<file path="config.mk">
export PLATFORM = sky130hd
export DESIGN_NAME = score_board
export DESIGN_NICKNAME = d
export VERILOG_FILES = /design/src/rtl/score_pkg.sv /design/src/rtl/score_hold_guard.sv /design/src/rtl/score_counter.sv /design/src/rtl/score_seg_decode.sv /design/src/rtl/score_board.sv
export SDC_FILE = /design/constraint.sdc
export NUM_CORES = 1
export LEC_CHECK = 0
export ABC_AREA = 0
export BUFFER_PORTS_ARGS = -buffer_cell sky130_fd_sc_hd__clkbuf_2
export CAP_MARGIN = 20
export CORE_ASPECT_RATIO = 0.7
export CORE_MARGIN = 3
export CORE_UTILIZATION = 58
export CTS_BUF_LIST = sky130_fd_sc_hd__clkbuf_16
export CTS_CLUSTER_DIAMETER = 60
export DETAILED_ROUTE_END_ITERATION = 7
export GPL_TIMING_DRIVEN = 0
export PLACE_DENSITY = 0.89
export SLEW_MARGIN = 20
export SYNTH_ARGS = -nofsm -noshare
export SYNTH_HDL_FRONTEND = slang
export SYNTH_SLANG_ARGS = --single-unit
</file>
<file path="constraint.sdc">
create_clock -name clk -period 6.3 [get_ports clk]
set_input_delay 1.26 -clock clk [delete_from_list [all_inputs] [get_ports clk]]
set_output_delay 1.26 -clock clk [all_outputs]
set_load 0.02 [all_outputs]
</file>
<file path="src/rtl/score_pkg.sv">
package score_pkg;

  typedef logic [3:0] bcd_t;

  typedef struct packed {
    bcd_t tens;
    bcd_t units;
  } score_t;

  localparam bcd_t DIGIT_MAX = 4'd9;

  function automatic int unsigned score_value(input score_t s);
    return 32'(s.tens) * 10 + 32'(s.units);
  endfunction

  function automatic score_t score_up(input score_t s);
    score_t r;
    r = s;
    if (s.units == DIGIT_MAX) begin
      if (s.tens != DIGIT_MAX) begin
        r.units = 4'd0;
        r.tens  = s.tens + 4'd1;
      end
    end else begin
      r.units = s.units + 4'd1;
    end
    return r;
  endfunction

  function automatic score_t score_down(input score_t s);
    score_t r;
    r = s;
    if (s.units == 4'd0) begin
      if (s.tens != 4'd0) begin
        r.units = DIGIT_MAX;
        r.tens  = s.tens - 4'd1;
      end
    end else begin
      r.units = s.units - 4'd1;
    end
    return r;
  endfunction

  // bit 0 = a ... bit 6 = g, active high
  function automatic logic [6:0] seg_pattern(input bcd_t d);
    logic [6:0] p;
    case (d)
      4'd0: p = 7'h3F;
      4'd1: p = 7'h06;
      4'd2: p = 7'h5B;
      4'd3: p = 7'h4F;
      4'd4: p = 7'h66;
      4'd5: p = 7'h6D;
      4'd6: p = 7'h7D;
      4'd7: p = 7'h07;
      4'd8: p = 7'h7F;
      4'd9: p = 7'h6F;
      default: p = 7'h00;
    endcase
    return p;
  endfunction

endpackage

</file>
<file path="src/rtl/score_hold_guard.sv">
module score_hold_guard #(
  parameter int HOLD_CYCLES = 5
) (
  input  logic clk,
  input  logic rst_n,
  input  logic req,
  output logic fire
);
  localparam int HOLD_W = (HOLD_CYCLES < 2) ? 1 : $clog2(HOLD_CYCLES);
  localparam logic [HOLD_W-1:0] LAST = HOLD_W'(HOLD_CYCLES - 1);

  logic [HOLD_W-1:0] run_cnt;
  logic              run_full;

  assign run_full = (run_cnt == LAST);
  assign fire     = req && run_full;

  always_ff @(posedge clk or negedge rst_n) begin
    if (!rst_n) begin
      run_cnt <= '0;
    end else if (!req) begin
      run_cnt <= '0;
    end else if (!run_full) begin
      run_cnt <= run_cnt + 1'b1;
    end
  end

  p_hold_bound_r6: assert property (@(posedge clk) disable iff (!rst_n)
    run_cnt <= LAST);

  p_hold_restart_r6: assert property (@(posedge clk) disable iff (!rst_n)
    !req |=> (run_cnt == '0));

  p_hold_climb_r5: assert property (@(posedge clk) disable iff (!rst_n)
    (req && !run_full) |=> (run_cnt == $past(run_cnt) + 1'b1));

endmodule

</file>
<file path="src/rtl/score_counter.sv">
module score_counter
  import score_pkg::*;
(
  input  logic   clk,
  input  logic   rst_n,
  input  logic   up_req,
  input  logic   dn_req,
  input  logic   wipe,
  output score_t score
);
  logic step_up;
  logic step_dn;
  logic at_max;
  logic at_min;
  score_t nxt;

  assign step_up = up_req && !dn_req && !wipe;
  assign step_dn = dn_req && !up_req && !wipe;
  assign at_max  = (score.tens == DIGIT_MAX) && (score.units == DIGIT_MAX);
  assign at_min  = (score.tens == 4'd0) && (score.units == 4'd0);

  always_comb begin
    nxt = score;
    if (wipe)         nxt = '0;
    else if (step_up) nxt = score_up(score);
    else if (step_dn) nxt = score_down(score);
  end

  always_ff @(posedge clk or negedge rst_n) begin
    if (!rst_n) score <= '0;
    else        score <= nxt;
  end

  p_digit_range_r1: assert property (@(posedge clk) disable iff (!rst_n)
    (score.tens <= DIGIT_MAX) && (score.units <= DIGIT_MAX));

  p_step_up_r2: assert property (@(posedge clk) disable iff (!rst_n)
    (step_up && !at_max) |=> (score_value(score) == score_value($past(score)) + 1));

  p_step_dn_r3: assert property (@(posedge clk) disable iff (!rst_n)
    (step_dn && !at_min) |=> (score_value(score) + 1 == score_value($past(score))));

  p_cancel_r4: assert property (@(posedge clk) disable iff (!rst_n)
    (up_req && dn_req && !wipe) |=> $stable(score));

  p_wipe_r5: assert property (@(posedge clk) disable iff (!rst_n)
    wipe |=> (score == '0));

  p_sat_hi_r7: assert property (@(posedge clk) disable iff (!rst_n)
    (step_up && at_max) |=> $stable(score));

  p_sat_lo_r7: assert property (@(posedge clk) disable iff (!rst_n)
    (step_dn && at_min) |=> $stable(score));

endmodule

</file>
<file path="src/rtl/score_seg_decode.sv">
module score_seg_decode
  import score_pkg::*;
(
  input  bcd_t       digit,
  output logic [6:0] seg
);
  assign seg = seg_pattern(digit);
endmodule

</file>
<file path="src/rtl/score_board.sv">
module score_board
  import score_pkg::*;
#(
  parameter int HOLD_CYCLES = 5
) (
  input  logic       clk,
  input  logic       rst_n,
  input  logic       inc_req,
  input  logic       dec_req,
  input  logic       clear_req,
  output logic [3:0] tens_bcd,
  output logic [3:0] units_bcd,
  output logic [6:0] tens_seg,
  output logic [6:0] units_seg
);
  localparam int NUM_DIGITS = 2;

  logic       clear_fire;
  score_t     score;
  bcd_t       digits [NUM_DIGITS];
  logic [6:0] segs   [NUM_DIGITS];

  score_hold_guard #(.HOLD_CYCLES(HOLD_CYCLES)) u_guard (
    .clk   (clk),
    .rst_n (rst_n),
    .req   (clear_req),
    .fire  (clear_fire)
  );

  score_counter u_count (
    .clk    (clk),
    .rst_n  (rst_n),
    .up_req (inc_req),
    .dn_req (dec_req),
    .wipe   (clear_fire),
    .score  (score)
  );

  assign digits[0] = score.units;
  assign digits[1] = score.tens;

  for (genvar g = 0; g < NUM_DIGITS; g++) begin : g_dec
    score_seg_decode u_dec (
      .digit (digits[g]),
      .seg   (segs[g])
    );
  end

  assign units_bcd = score.units;
  assign tens_bcd  = score.tens;
  assign units_seg = segs[0];
  assign tens_seg  = segs[1];

  p_seg_lit_r8: assert property (@(posedge clk) disable iff (!rst_n)
    (units_seg != 7'h00) && (tens_seg != 7'h00));

endmodule

</file>
==> results of run 1 <==
cells in the final DEF, fill, tap and decap left out, drive strengths merged, types with 4 or more instances in the layout:
| cell type | synthesis | final |
|---|---|---|
| clkbuf | 4 | 33 |
| ha | 17 | 17 |
| o21ai | 13 | 13 |
| inv | 12 | 12 |
| nand2 | 12 | 12 |
| dfrtp | 11 | 11 |
| a21oi | 11 | 11 |
| nor3 | 8 | 8 |
| nand3 | 6 | 6 |
| o22ai | 6 | 6 |
| nor2 | 5 | 5 |
| nand2b | 4 | 4 |
| xnor2 | 4 | 4 |
worst max-delay path: stages (launching register included):
cell and delay (ns):
dfrtp_1 0.45, clkbuf_1 0.24, inv_1 0.20, ha_1 0.30
or3b_4 0.46, nand2_1 0.08, clkbuf_2 0.16
logic make-up after synthesis:
kind of cell | after synthesis | synth area share, %
fa+ha+maj | 17 | 16.92
simple gates | 50 | 24.28
buf+inv | 19 | 5.969
mux | 3 | 2.388
compound gates | 49 | 25.77
flops | 11 | 21.89
xor+xnor | 4 | 2.786
layer usage:
| layer | wire (µm) | up-vias | share of wire (%) |
|---|---|---|---|
| met4 | 46 | 0 | 1.3 |
| met3 | 381 | 6 | 11 |
| li1 | - | 621 | - |
| met5 | 0 | - | 0 |
| met1 | 1413 | 614 | 41 |
| met2 | 1573 | 80 | 46 |
power breakdown:
group	total, µW	switching (µW)	internal, µW	leakage, µW
Clock	118	33.5	84.2	0.0000409
Combinational	643	409	233	0.000547
Sequential	151	53.7	97.2	0.000136
cell type report:
class / count / area, µm² / area share (%)
timing repair buffer: 26 / 130.1 / 8.703
sequential: 11 / 275.3 / 18.41
buffer: 7 / 30.03 / 2.008
multi-input combinational: 123 / 907.1 / 60.67
clock buffer: 3 / 75.07 / 5.021
clock inverter: 1 / 5.005 / 0.3347
tap: 22 / 27.53 / 1.841
inverter: 12 / 45.04 / 3.013
sequential cells by signal, indices dropped and copies added, names as in the netlist:
signal,flops
u_guard.run_cnt,3
u_count.score,8
worst max path at each step:
stage | endpoint | slack, ns | cells past startpoint
2_1_floorplan | units_seg[3] | 3.32 | 5
3_3_place_gp | u_count.score[7]$_DFFE_PN0P_ | 3.17 | 8
3_5_place_dp | u_count.score[7]$_DFFE_PN0P_ | 3.09 | 8
4_1_cts | units_seg[4] | 2.94 | 6
5_1_grt | units_seg[4] | 2.82 | 6
6_report | units_seg[4] | 2.91 | 6
through the flow:
step	setup WS (ns)	instances	power [µW]	util, %	hold slack, ns
after floorplan	3.317	153	592.6	-	0.5034
after global placement	3.172	201	754.5	72.50	0.5231
after detailed placement	3.087	201	777.2	72.50	0.5473
after CTS	2.939	205	905.1	76.60	0.5448
after global routing	2.817	205	979.6	76.60	0.5791
final	2.907	205	911.3	76.60	0.5567
==> flow_summary.yaml, run 1 <==
worst_setup_path:
  r2r_slack_ns: 3.81
  r2r_end: "u_count.score[1]$_DFFE_PN0P_"
  crit_type: "reg2out"
  worstRegToRegCells: 7
  cp-start-kind: "flip-flop"
  crit_required_ns: 5.04
  endpoint_kind: "primary output"
  cp-startpoint: "u_count.score[1]$_DFFE_PN0P_"
  critical_path.max_fanout: 7
  rr_startpoint: "u_count.score[1]$_DFFE_PN0P_"
  cp.arrival_ns: 2.13
global_route:
  met3_usage_pct: 4.286
  antenna_found_initial: 0
  top_usage_layer: "met2"
  met2_usage_pct: 41.54
  grtUsageTotal_pct: 26.80
  grt_max_degree: 12
  grtUsageMet1_pct: 39.82
  grt_pass1_vias: 1142
  grt_pass1_wl_mm: 5.561
  overflow: 0
power_and_ir_drop:
  power_density_nw_per_um2: 609.5
  p_leak_uw: 0.0007236
  worst_ir_drop_vdd_v: 0.0003646
clock_tree:
  ctsLongestPathBuffers: 2
  cts_resized: 0
  clk_pin_slew_ns: 0.04
  cts.sink_count: 11
  cts_tree: "built"
  ctsRootBufferMaster: "clkbuf_16"
  numCtsBuffers: 3
  cts_hold_buffers: 0
  h-tree-depth: 1
  clk_latency_ns: 0.24
  cts_setup_buffers: 0
drt:
  wire_per_inst_um: 16.66
  routed_via_density: 6.444
  drt-initial-drc-count: 96
  dr.pass1.iters: 4
  wirelength_mm: 3.415
  antenna_left: 0
  post-route-drc-count: 0
  num_vias: 1321
timing:
  tns_ns: 0
  skew_ns: 0.0004946
  finalCritPeriodShare_pct: 53.85
  hold_violations: 0
  tightest_slew_ns: 0.5771
  rsz0062_at_grt: "false"
  setup_violations: 0
  period_needed_ns: 3.393
  relSlewSlack_pct: 61.45
  max_freq_ghz: 0.2948
  drv_slew: 0
outcome:
  status: "completed"
synthesis:
  syn_area_per_cell_um2: 8.219
  synth_top_cell_by_area: "dfrtp_1"
  ys_seq_area_share_pct: 21.89
  yosysWarnings: 0
  synth-async-reset-ratio_pct: 100.0
  synth_most_common_cell: "ha_1"
  synth_top_area_share_pct: 21.89
  synthTopCellsByCount: "17 x ha_1, 12 x inv_1, 12 x nand2_1, 12 x o21ai_0, 11 x dfrtp_1"
  synth_cell_types: 46
  synth_ff_type: "dfrtp_1"
  ys_top_cells_by_area: "dfrtp_1 22%, ha_1 17%, o21ai_0 4.8%"
  ys_ff_latch: 11
  synth_nets: 175
  synthCells: 153
  synth-edff-count: 0
  synthesis.area_um2: 1257
worst_hold_path:
  hp-class: "reg2reg"
  hold_end: "u_guard.run_cnt[2]$_DFFE_PN0P_"
  hold_path_depth: 1
  min_from: "u_guard.run_cnt[2]$_DFFE_PN0P_"
finish:
  area_growth_pct: 18.91
  nets: 206
  diodes: 0
  drive_above_1_share_pct: 24.04
  finalInstanceArea_um2: 1495
  fill_cells: 147
floorplanning:
  rows: 13
  initial_core_util_pct: 64.42
  ios: 27
  coreArea_um2: 1952
  die_width_um: 61.65
  die_area_um2: 2771
  die_y_um: 44.96
placement:
  dpl_cell_area_um2: 1415
  place_hpwl_mm: 2.568
  port_buffers: 26
  gp_congestion: 0.9465
flow_run:
  cap_violations: 0
Note: power is estimated with default switching activity, not from simulation.
==> run 2, diff against run 1 <==
--- a/config.mk
+++ b/config.mk
@@ -10,12 +10,12 @@
 export CAP_MARGIN = 20
 export CORE_ASPECT_RATIO = 0.7
 export CORE_MARGIN = 3
-export CORE_UTILIZATION = 58
+export CORE_UTILIZATION = 54
 export CTS_BUF_LIST = sky130_fd_sc_hd__clkbuf_16
 export CTS_CLUSTER_DIAMETER = 60
 export DETAILED_ROUTE_END_ITERATION = 7
 export GPL_TIMING_DRIVEN = 0
-export PLACE_DENSITY = 0.89
+export PLACE_DENSITY = 0.84
 export SLEW_MARGIN = 20
 export SYNTH_ARGS = -nofsm -noshare
 export SYNTH_HDL_FRONTEND = slang
==> constraint.sdc (replaced) <==
create_clock -name clk -period 3.3 [get_ports clk]
set_input_delay 0.66 -clock clk [delete_from_list [all_inputs] [get_ports clk]]
set_output_delay 0.66 -clock clk [all_outputs]
set_load 0.02 [all_outputs]
==> flow_summary.yaml, run 2 (synthesized netlist as in run 1, its figures left out) <==
timing:
  drv_slew: 0
  setup_violations: 0
  finalCritPeriodShare_pct: 83.56
  tns_ns: 0
  tightest_slew_ns: 0.5027
  setup_ws_ns: 0.5424
  max_freq_ghz: 0.3626
  period_needed_ns: 2.758
  relSlewSlack_pct: 66.42
  skew_ns: 0.0005577
  rsz0062_at_grt: "false"
  hold_violations: 0
drt:
  dr.pass1.iters: 4
  post-route-drc-count: 0
  num_vias: 1259
  antenna_left: 0
  wirelength_mm: 3.261
  wire_per_inst_um: 15.31
  routed_via_density: 5.911
  drt-initial-drc-count: 111
finish:
  area_growth_pct: 19.60
  nets: 206
  diodes: 0
  mostFrequentLayoutCells: "26 x clkbuf_2, 17 x ha_1, 13 x inv_1"
  layout_commonest_cell: "clkbuf_2"
  drive_above_1_share_pct: 23.50
  largest_reg_flops: 8
  reg.largest.list: "u_count.score x8, u_guard.run_cnt x3"
  largest-register: "u_count.score"
power_and_ir_drop:
  p_sw_share_pct: 54.15
  power_frac_seq_pct: 17.0
  worst_ir_drop_vdd_v: 0.0006608
  p_leak_uw: 0.0007250
  pwr-share-clk_pct: 12.3
  power_density_nw_per_um2: 1144
  switchingPower_uw: 931.4
  total_power_uw: 1720
  cell_internal_pwr_uw: 788.7
  combPwrFrac_pct: 70.7
clock_tree:
  clk_pin_slew_ns: 0.04
  cts.sink_count: 11
  cts_tree: "built"
  numCtsBuffers: 3
  clk_latency_ns: 0.23
  cts_resized: 0
  cts_setup_buffers: 0
  ctsRootBufferMaster: "clkbuf_16"
  ctsLongestPathBuffers: 2
  cts_hold_buffers: 0
  h-tree-depth: 1
floorplanning:
  die_width_um: 63.68
  coreArea_um2: 2017
  rows: 13
  die_y_um: 46.38
  die_area_um2: 2953
  ios: 27
  initial_core_util_pct: 62.34
flow_run:
  cap_violations: 0
worst_setup_path:
  cp.arrival_ns: 2.10
  cp-start-kind: "flip-flop"
  endpoint_kind: "primary output"
  crit_required_ns: 2.64
  critical_path.max_fanout: 7
  crit_type: "reg2out"
global_route:
  grt_max_degree: 12
  antenna_found_initial: 0
  grtUsageTotal_pct: 23.09
  overflow: 0
  grt_pass1_wl_mm: 5.257
  grt_pass1_vias: 1142
placement:
  place_hpwl_mm: 2.625
  port_buffers: 26
  pre_cts_ws_ns: 0.7340
  gp_congestion: 0.9233
worst_hold_path:
  hp-class: "in2async"
outcome:
  status: "completed"
## run 2: routing by layer
layer / part of all wire, % / up-vias / global-route usage (%)
met5: 0 / - / 0
met4: 1.6 / 0 / 8.584
met3: 8.3 / 10 / 3.415
met2: 44 / 58 / 38.38
met1: 46 / 576 / 31.02
li1: - / 615 / -
## run 2: per-stage QoR
step,cells,area [µm²],util [%],hold WS [ns]
floorplan,153,1257,-,0.3644
global placement,209,1425,70.66,0.5294
detailed placement,209,1425,70.66,0.5407
CTS,213,1504,74.57,0.2968
global route,213,1504,74.57,0.2992
finish,213,1504,74.57,0.2925
## run 2: worst paths after layout
check / depth (start not counted) / startpoint / slack, ns / to
worst max-delay path: 6 / u_count.score[1]$_DFFE_PN0P_ / 0.54 / units_seg[4]
worst min-delay path: 1 / rst_n / 0.29 / u_count.score[1]$_DFFE_PN0P_
worst max register to register: 7 / u_count.score[1]$_DFFE_PN0P_ / 0.92 / u_count.score[3]$_DFFE_PN0P_
worst min register to register: 1 / u_guard.run_cnt[2]$_DFFE_PN0P_ / 0.55 / u_guard.run_cnt[2]$_DFFE_PN0P_
max in group asynchronous: 1 / rst_n / 2.80 / u_count.score[5]$_DFFE_PN0P_
min in group clk: 1 / u_guard.run_cnt[2]$_DFFE_PN0P_ / 0.55 / u_guard.run_cnt[2]$_DFFE_PN0P_
## run 2: layout make-up
type | instances | area, µm²
clock buffer | 3 | 75.07
tap | 30 | 37.54
buffer | 7 | 30.03
timing repair buffer | 26 | 130.1
sequential | 11 | 275.3
clock inverter | 1 | 3.754
multi-input combinational | 123 | 907.1
inverter | 12 | 45.04
fill | 163 | 513.0
## run 2: power by group through the flow
stage                     logic, µW  clock network [µW]  registers [µW]
after detailed placement       1200                   0             288
after floorplan                 814                   0             318
final                          1220                 211             292
after global routing           1330                 226             296
after CTS                      1210                 214             287
after global placement         1160                   0             281
## run 2: critical path, cell delays in order (launching register included)
cell and delay (ns):
dfrtp_1 0.47, clkbuf_1 0.23, inv_1 0.19, ha_1 0.28, or3b_4 0.45, nand2_1 0.08, clkbuf_2 0.16
==> run 3, diff against run 2 <==
--- a/config.mk
+++ b/config.mk
@@ -10,12 +10,12 @@
 export CAP_MARGIN = 20
 export CORE_ASPECT_RATIO = 0.7
 export CORE_MARGIN = 3
-export CORE_UTILIZATION = 54
+export CORE_UTILIZATION = 49
 export CTS_BUF_LIST = sky130_fd_sc_hd__clkbuf_16
 export CTS_CLUSTER_DIAMETER = 60
 export DETAILED_ROUTE_END_ITERATION = 7
 export GPL_TIMING_DRIVEN = 0
-export PLACE_DENSITY = 0.84
+export PLACE_DENSITY = 0.81
 export SLEW_MARGIN = 20
 export SYNTH_ARGS = -nofsm -noshare
 export SYNTH_HDL_FRONTEND = slang
==> constraint.sdc (replaced) <==
create_clock -name clk -period 2.4 [get_ports clk]
set_input_delay 0.48 -clock clk [delete_from_list [all_inputs] [get_ports clk]]
set_output_delay 0.48 -clock clk [all_outputs]
set_load 0.02 [all_outputs]
==> flow_summary.yaml, run 3 (synthesized netlist as in run 1, its figures left out) <==
worst_setup_path:
  cp.arrival_ns: 1.84
  r2r_end: "u_count.score[6]$_DFFE_PN0P_"
  r2r_slack_ns: 0.15
  rr_startpoint: "u_guard.run_cnt[0]$_DFFE_PN0P_"
  worstRegToRegCells: 9
  crit_type: "reg2out"
  cp-start-kind: "flip-flop"
  crit_required_ns: 1.92
  endpoint_kind: "primary output"
  critical_path.max_fanout: 9
finish:
  final_cells: 213
  layout_commonest_cell: "clkbuf_2"
  nets: 204
  area_growth_pct: 20.00
  largest-register: "u_count.score"
  diodes: 0
  finalInstanceArea_um2: 1509
  reg.largest.list: "u_count.score x8, u_guard.run_cnt x3"
  largest_reg_flops: 8
  mostFrequentLayoutCells: "26 x clkbuf_2, 16 x ha_1, 12 x nand2_1, 12 x o21ai_0"
  drive_above_1_share_pct: 27.07
power_and_ir_drop:
  p_sw_share_pct: 53.89
  worst_ir_drop_vdd_v: 0.0007926
  power_density_nw_per_um2: 1561
  switchingPower_uw: 1269
  p_leak_uw: 0.0007163
  cell_internal_pwr_uw: 1086
  combPwrFrac_pct: 69.0
  pwr-share-clk_pct: 12.7
  power_frac_seq_pct: 18.3
timing:
  rsz0062_at_grt: "false"
  skew_ns: 0.003024
  drv_slew: 0
  relSlewSlack_pct: 68.02
  tns_ns: 0
  setup_violations: 0
  tightest_slew_ns: 0.4787
  max_freq_ghz: 0.4317
  period_needed_ns: 2.316
  finalCritPeriodShare_pct: 96.52
  hold_violations: 0
  whs_ns: 0.1122
drt:
  post-route-drc-count: 0
  wirelength_mm: 3.213
  num_vias: 1292
  routed_via_density: 6.066
  wire_per_inst_um: 15.08
  antenna_left: 0
  drt-initial-drc-count: 197
  dr.pass1.iters: 5
global_route:
  grt_pass1_vias: 1085
  grt_pass1_wl_mm: 5.216
  overflow: 0
  grt_max_degree: 13
  grtUsageTotal_pct: 20.39
  antenna_found_initial: 0
floorplanning:
  rows: 14
  die_width_um: 66.55
  die_area_um2: 3220
  coreArea_um2: 2295
  die_y_um: 48.39
  initial_core_util_pct: 54.80
  ios: 27
clock_tree:
  h-tree-depth: 1
  clk_pin_slew_ns: 0.04
  cts_tree: "built"
  numCtsBuffers: 3
  ctsRootBufferMaster: "clkbuf_16"
  ctsLongestPathBuffers: 2
  cts.sink_count: 11
  clk_latency_ns: 0.23
  cts_setup_buffers: 0
outcome:
  status: "completed"
placement:
  place_hpwl_mm: 2.517
  gp_congestion: 0.9165
  dpl_cell_area_um2: 1428
  dp_cells: 211
  port_buffers: 26
flow_run:
  cap_violations: 0
worst_hold_path:
  hp-class: "in2async"
## run 3: cell types whose count changed in the layout (fill, tap and decap cells not counted), sizes merged
cell	before	now
clkbuf	33	31
inv	13	12
clkinv	0	1
## run 3: timing repair
action / in CTS / in global routing
setup endpoints to repair: 2 / 8
gates resized for setup: 2 / 3
cloned: 0 / 0
hold buffers: 0 / 0
pin swaps: 0 / 0
## run 3: worst max path at each step
| stage | startpoint | to | slack, ns | cells past startpoint |
|---|---|---|---|---|
| after floorplan | u_count.score[1]$_DFFE_PN0P_ | units_seg[3] | 0.20 | 5 |
| after detailed placement | inc_req | u_count.score[6]$_DFFE_PN0P_ | 0.06 | 9 |
| after global placement | inc_req | u_count.score[7]$_DFFE_PN0P_ | 0.11 | 8 |
| final | u_count.score[0]$_DFFE_PN0P_ | units_seg[4] | 0.08 | 5 |
| after global routing | u_count.score[0]$_DFFE_PN0P_ | units_seg[4] | 0.001 | 5 |
| after CTS | u_count.score[0]$_DFFE_PN0P_ | units_seg[4] | 0.02 | 5 |
## run 3: per-layer routing
| layer | GRT usage [%] | wire [µm] | up-vias |
|---|---|---|---|
| met3 | 3.472 | 207 | 10 |
| met2 | 30.59 | 1482 | 53 |
| met1 | 30.13 | 1463 | 617 |
| met5 | 0 | 0 | - |
| li1 | - | - | 612 |
| met4 | 5.068 | 59 | 0 |
## run 3: through the flow
step,setup slack (ns),total power [µW],utilization [%]
final,0.08361,2355,65.76
after global routing,0.0009801,2529,65.76
after CTS,0.01512,2339,65.65
after detailed placement,0.06052,2031,62.21
after global placement,0.1094,1976,62.21
after floorplan,0.1967,1556,-
## run 3: power groups by stage
stage          combinational (µW)  clock, µW  sequential (µW)
2_1_floorplan                1120          0              437
3_3_place_gp                 1590          0              387
3_5_place_dp                 1640          0              396
4_1_cts                      1630        301              409
5_1_grt                      1760        322              447
6_report                     1630        298              432
## run 3: layout make-up
class / instances / area [µm²]
Inverter: 12 / 45.04
Multi-Input combinational cell: 123 / 914.6
Clock inverter: 1 / 5.005
Tap cell: 32 / 40.04
Fill cell: 195 / 785.8
Sequential cell: 11 / 276.5
Buffer: 5 / 22.52
Timing Repair Buffer: 26 / 130.1
Clock buffer: 3 / 75.07
## run 3: worst max-delay path: stages, from the launching register on
cell	delay, ns
dfrtp_1	0.50
inv_2	0.18
ha_2	0.24
or3b_4	0.44
nand2_1	0.08
clkbuf_2	0.16
